### src/rtl/dma_ag_pkg.sv
// Shared types and helpers for the DMA channel address generator.
// Assumes byte addressing; access widths are 1, 2 or 4 bytes.
package dma_ag_pkg;

    typedef enum logic [1:0] {
        SZ_WORD = 2'b00,
        SZ_BYTE = 2'b01,
        SZ_HALF = 2'b10,
        SZ_RSVD = 2'b11
    } acc_size_e;

    // Lowest window code maps to 2^(code + WIN_BASE) bytes.
    localparam int WIN_BASE = 3;

    // Byte count of one access; the reserved code yields 0.
    function automatic logic [2:0] size_bytes(input logic [1:0] code);
        case (acc_size_e'(code))
            SZ_WORD: size_bytes = 3'd4;
            SZ_BYTE: size_bytes = 3'd1;
            SZ_HALF: size_bytes = 3'd2;
            default: size_bytes = 3'd0;
        endcase
    endfunction

endpackage

### src/rtl/dma_ag_size_dec.sv
// Decodes both access-size codes into byte steps and picks the side that
// auto-alignment forces to step. Purely combinational.
module dma_ag_size_dec
    import dma_ag_pkg::*;
(
    input  logic [1:0] src_size,
    input  logic [1:0] dst_size,
    input  logic       auto_align,
    output logic [2:0] src_step,
    output logic [2:0] dst_step,
    output logic       src_force,
    output logic       dst_force
);

    // Byte step per side and the aligned-side choice (source wins ties).
    always_comb begin
        src_step  = size_bytes(src_size);
        dst_step  = size_bytes(dst_size);
        src_force = auto_align && (src_step >= dst_step);
        dst_force = auto_align && (src_step <  dst_step);
    end

endmodule

### src/rtl/dma_ag_addr_chan.sv
// One address register: loads on request, otherwise steps on its beat strobe
// when enabled, wrapping inside a power-of-two window when one is selected.
// Assumes the window code is stable in the cycle of the beat.
module dma_ag_addr_chan
    import dma_ag_pkg::*;
#(
    parameter int ADDR_W = 32,
    parameter int WIN_W  = 4
) (
    input  logic              clk,
    input  logic              rst_n,
    input  logic              ld,
    input  logic [ADDR_W-1:0] ld_val,
    input  logic              beat,
    input  logic              step_en,
    input  logic [2:0]        step,
    input  logic [WIN_W-1:0]  win,
    output logic [ADDR_W-1:0] addr
);

    localparam logic [ADDR_W-1:0] ONE = {{(ADDR_W-1){1'b0}}, 1'b1};

    logic [ADDR_W-1:0] low_mask;
    logic [ADDR_W-1:0] sum;
    logic [ADDR_W-1:0] next_addr;

    // Mask of the bits that may change: all bits when linear.
    always_comb begin
        if (win == '0) begin
            low_mask = '1;
        end else begin
            low_mask = (ONE << (int'(win) + WIN_BASE)) - ONE;
        end
    end

    // Stepped address with bits above the window taken from the old value.
    always_comb begin
        sum       = addr + ADDR_W'(step);
        next_addr = (addr & ~low_mask) | (sum & low_mask);
    end

    // Address register: reset, then load, then step.
    always_ff @(posedge clk) begin
        if (!rst_n) begin
            addr <= '0;
        end else if (ld) begin
            addr <= ld_val;
        end else if (beat && step_en) begin
            addr <= next_addr;
        end
    end

endmodule

### src/rtl/dma_ag_cfg_chk.sv
// Evaluates the size codes on channel activation and holds the verdict
// until the next activation.
module dma_ag_cfg_chk
    import dma_ag_pkg::*;
(
    input  logic       clk,
    input  logic       rst_n,
    input  logic       activate,
    input  logic [1:0] src_size,
    input  logic [1:0] dst_size,
    output logic       cfg_err
);

    // Error flag register: refreshed only by activation.
    always_ff @(posedge clk) begin
        if (!rst_n) begin
            cfg_err <= 1'b0;
        end else if (activate) begin
            cfg_err <= (acc_size_e'(src_size) == SZ_RSVD) ||
                       (acc_size_e'(dst_size) == SZ_RSVD);
        end
    end

endmodule

### src/rtl/dma_addr_gen.sv
// Top of the DMA channel address generator. Side 0 is the source (read
// beats), side 1 the destination (write beats). Assumes strobes are
// single-cycle pulses synchronous to clk.
module dma_addr_gen #(
    parameter int ADDR_W = 32,
    parameter int WIN_W  = 4
) (
    input  logic              clk,
    input  logic              rst_n,
    input  logic              src_ld,
    input  logic [ADDR_W-1:0] src_ld_val,
    input  logic              dst_ld,
    input  logic [ADDR_W-1:0] dst_ld_val,
    input  logic [1:0]        src_size,
    input  logic [1:0]        dst_size,
    input  logic              src_inc,
    input  logic              dst_inc,
    input  logic [WIN_W-1:0]  src_win,
    input  logic [WIN_W-1:0]  dst_win,
    input  logic              auto_align,
    input  logic              activate,
    input  logic              rd_beat,
    input  logic              wr_beat,
    output logic [ADDR_W-1:0] src_addr,
    output logic [ADDR_W-1:0] dst_addr,
    output logic              cfg_err
);

    localparam int SIDES = 2;

    logic [2:0] src_step, dst_step;
    logic       src_force, dst_force;

    logic [SIDES-1:0]             side_ld, side_beat, side_en;
    logic [SIDES-1:0][ADDR_W-1:0] side_val, side_addr;
    logic [SIDES-1:0][2:0]        side_step;
    logic [SIDES-1:0][WIN_W-1:0]  side_win;

    dma_ag_size_dec u_dec (
        .src_size  (src_size),
        .dst_size  (dst_size),
        .auto_align(auto_align),
        .src_step  (src_step),
        .dst_step  (dst_step),
        .src_force (src_force),
        .dst_force (dst_force)
    );

    // Gather per-side controls into arrays indexed by side.
    always_comb begin
        side_ld   = {dst_ld, src_ld};
        side_val  = {dst_ld_val, src_ld_val};
        side_beat = {wr_beat, rd_beat};
        side_en   = {dst_inc | dst_force, src_inc | src_force};
        side_step = {dst_step, src_step};
        side_win  = {dst_win, src_win};
    end

    for (genvar g = 0; g < SIDES; g++) begin : g_side
        dma_ag_addr_chan #(
            .ADDR_W(ADDR_W),
            .WIN_W (WIN_W)
        ) u_chan (
            .clk    (clk),
            .rst_n  (rst_n),
            .ld     (side_ld[g]),
            .ld_val (side_val[g]),
            .beat   (side_beat[g]),
            .step_en(side_en[g]),
            .step   (side_step[g]),
            .win    (side_win[g]),
            .addr   (side_addr[g])
        );
    end

    assign src_addr = side_addr[0];
    assign dst_addr = side_addr[1];

    dma_ag_cfg_chk u_cfg (
        .clk     (clk),
        .rst_n   (rst_n),
        .activate(activate),
        .src_size(src_size),
        .dst_size(dst_size),
        .cfg_err (cfg_err)
    );

endmodule

### config.mk
export PLATFORM = sky130hd
export DESIGN_NAME = dma_addr_gen
export DESIGN_NICKNAME = d
export VERILOG_FILES = /design/src/rtl/dma_ag_pkg.sv /design/src/rtl/dma_ag_size_dec.sv /design/src/rtl/dma_ag_addr_chan.sv /design/src/rtl/dma_ag_cfg_chk.sv /design/src/rtl/dma_addr_gen.sv
export SDC_FILE = /design/constraint.sdc
export NUM_CORES = 1
export LEC_CHECK = 0
export ABC_AREA = 1
export BUFFER_PORTS_ARGS = -buffer_cell sky130_fd_sc_hd__buf_2
export CORE_UTILIZATION = 51
export CTS_BUF_LIST = sky130_fd_sc_hd__clkbuf_8
export DETAILED_ROUTE_END_ITERATION = 8
export PLACE_DENSITY_LB_ADDON = 0.08
export SLEW_MARGIN = 20
export SYNTH_ARGS = -nofsm -noshare
export SYNTH_HDL_FRONTEND = slang
export SYNTH_HIERARCHICAL = 1
export SYNTH_SLANG_ARGS = --single-unit
### constraint.sdc
create_clock -name clk -period 2.7 [get_ports clk]
set_clock_uncertainty 0.2 [all_clocks]
set_input_delay 0.27 -clock clk [delete_from_list [all_inputs] [get_ports clk]]
set_output_delay 0.27 -clock clk [all_outputs]
set_load 0.01 [all_outputs]
==> results.md <==
- Antenna Nets Post-Route: 0
- TritonCTS buffer count: 9
- RSZ-0062 raised after global routing: false
- I/O Buffers: 150
- Site Rows: 39
- Chip height: 111 µm
- Ranking of synthesized cells by area: dfxtp_1 22%, nand2_1 19%, inv_1 7.9%, nor2_1 6.3%, nand3_1 6.3%
- Clock share of power: 31.6%
- Final hold vios: 0
- WP data arrival: 2.46 ns
- Period Utilization, post-route: 90.3%
- CORE AREA: 11,500 µm²
- Antenna cells: 0
- Detailed Route WL: 18,800 µm
- Switching pwr: 945 µW
- Bufs and invs on worst path: 2
- Outcome: finished, final reports clean
- Final Setup Violations: 0
- Worst-path fanout max: 5
- Pins Over Slew Limit: 0
- Leakage Power: 3.71 nW
- Post-synth EDFFs: 0
- DRC: 0
- DP Wirelength: 14,400 µm
- Layout cells sized above 1: 20.6%
- DR pass1 iterations: 7
- DRT iter0 DRCs: 521
- Routed via count: 7,153
- Most Frequent Cell on Critical Path: nand3_1
- Routed length per instance: 13.9 µm
- Worst rel slew slack: 50.4%
- Register bit total from synthesis: 65
- Area grow syn2layout: 20.8%
- Crit-path max cell delay: 0.36 ns
- Critical path type: register to register
- Final #Nets: 1,302
- First-pass GRT wire length: 30,800 µm
- Number of global-route vias before repair: 6,505
- Synth Area per Inst: 5.83 µm²
- Synth area leader: dfxtp_1
- GR Overflow Total: 0
- Yosys warnings: 6
- Synth Flop Type: dfxtp_1
- Critical path, cell by cell: ha_1, inv_1, fa_1, inv_1, nand3_1, nand2_2, nand2_2, nor2_1, nand2_1, nor2_1, nand3_1, nand3_1, a21oi_1
- Setup crit start kind: register
- Sequential power share: 41.9%
- Cts repair resizes: 0
- Yosys cell types: 41
- Peak supply drop: 0.000235 V
- Pwr Total: 2.70 mW
- Root Driver: clkbuf_8
- Min-delay worst type: input port to register
- Vias/cell: 5.30
- Combinational power share: 26.5%
- Initial Util: 52.6%
- Switching Share: 35.1%
- Final GP Congestion: 0.976
- Worst-path clk slew: 0.08 ns
- Worst Max-Slew Pin Slew: 0.744 ns
- Mapped cell area: 6040 µm²
- Pin count of the biggest net entering global routing: 27
- Pwr Density: 370 nW/µm²
- Post-CTS Setup Bufs: 0
- Die width: 111 µm
- Data required time at the worst endpoint: 2.72 ns
- Htree depth: 3
- Top-Level Pins: 151
- Cell-internal power: 1.75 mW
- Max_cap viols: 0
- Sequential-to-total area share from yosys stat: 21.6%
- Full die area: 12,300 µm²
- Cell family with most CP delay: simple AND/OR/NAND/NOR gates
- Fmax: 410 MHz
- Synth top area share: 21.6%
- Clk sinks: 65
- Min Clock Period, post-route: 2.44 ns
- Post-synth ARST share: 0%
- Syn Inst Count: 1,035
- Initial antenna violation count: 0
- Total track usage: 30.8%
- CTS tree: yes
- Element type at the critical path end: register
- Worst-Skew Late Latency: 0.37 ns
- CP max-delay cell: dfxtp_1
- Clock Path Buffers: 2
- Total Negative Setup Slacks: 0 ns
-- Yosys cell counts, types with 6 or more instances --
| master | number |
|---|---|
| nand2_1 | 306 |
| inv_1 | 127 |
| nor2_1 | 102 |
| nand3_1 | 76 |
| a21oi_1 | 72 |
| dfxtp_1 | 65 |
| o21ai_0 | 36 |
| o21ai_1 | 36 |
| nand4_1 | 22 |
| xor2_1 | 18 |
| inv_2 | 16 |
| nand2_2 | 16 |
| buf_2 | 12 |
| nor2_4 | 12 |
| ha_1 | 11 |
| nor2_2 | 10 |
| nor3_1 | 10 |
| clkbuf_1 | 8 |
| mux2i_1 | 8 |
| nand3_2 | 8 |
| nand3b_1 | 8 |
| o31ai_1 | 6 |
-- layout by cell type (no fill, tap or decap), types with 10 or more instances in the layout --
cell type      count
clkbuf_8          10
nand2_1          306
nand2_2           16
inv_2             16
nand3_1           76
inv_1            128
o21ai_1           36
xor2_1            18
dfxtp_1           65
buf_4             13
nor2_4            12
a21oi_1           72
nor2_1           102
ha_1              11
o21ai_0           36
nor3_1            10
buf_2            150
nand4_1           22
dlygate4sd3_1     20
nor2_2            10
-- worst paths after layout --
path	start	endpoint	slack (ns)	depth (start not counted)
min	dst_ld_val[25]	register	0.01	5
max	register	register	0.26	13
max reg2reg	register	register	0.26	13
min reg2reg	register	register	0.33	2
-- metrics by stage --
stage / worst slack [ns] / util [%] / cells / hold slack [ns] / area (µm²)
floorplan: 0.491 / - / 1037 / 0.217 / 6040
global placement: 0.107 / 60.2 / 1315 / 0.315 / 6910
detailed placement: 0.0587 / 60.2 / 1315 / 0.328 / 6910
CTS: 0.295 / 63.6 / 1349 / 0.00136 / 7290
global route: 0.0595 / 63.6 / 1349 / 0.0352 / 7290
finish: 0.261 / 63.6 / 1349 / 0.0100 / 7290
-- area by class of cell --
type | instances | area [µm²]
Fill cell | 1125 | 4180
Tap cell | 143 | 179
Sequential cell | 65 | 1300
Clock buffer | 10 | 138
Clock inverter | 4 | 46.3
Multi-Input combinational cell | 795 | 4010
Inverter | 149 | 564
Timing Repair Buffer | 183 | 1050
-- tightest hold or removal path: cells and delay by family --
family,cells,cell delay [ns]
buffers and inverters,2,0.12
and+or+nand+nor,3,0.16
-- repair_timing --
action	in CTS	in global routing
hold endpoints to repair	20	0
hold buffers	20	0
setup endpoints to repair	0	0
-- metal layers --
metal | vias to the layer above | track usage, % | part of all wire [%]
li1 | 3668 | - | -
met5 | - | 0 | 0
met4 | 0 | 12.0 | 2.4
met1 | 3214 | 37.7 | 43
met3 | 33 | 3.23 | 5.0
met2 | 238 | 54.9 | 49
-- logic make-up (layout without fill, tap and decap cells) --
logic type / count (synthesis) / after routing / synth area share [%]
AOI/OAI and AO/OA: 175 / 175 / 16.3
xor gates and xnor gates: 18 / 18 / 2.61
adders and majority gates: 13 / 13 / 2.94
buffers and inverters: 177 / 346 / 12.1
DFF: 65 / 65 / 21.6
muxes: 8 / 8 / 1.33
other: 2 / 4 / 0.124
and+or+nand+nor: 577 / 577 / 43.0
-- power groups by stage --
stage / Combinational (mW) / Clock (mW) / Sequential (mW)
after CTS: 0.705 / 0.868 / 1.13
after floorplan: 0.413 / 0 / 1.15
after detailed placement: 0.678 / 0 / 1.15
after global placement: 0.672 / 0 / 1.15
final: 0.714 / 0.853 / 1.13
after global routing: 0.799 / 0.900 / 1.14
Note: power is estimated with default switching activity, not from simulation.
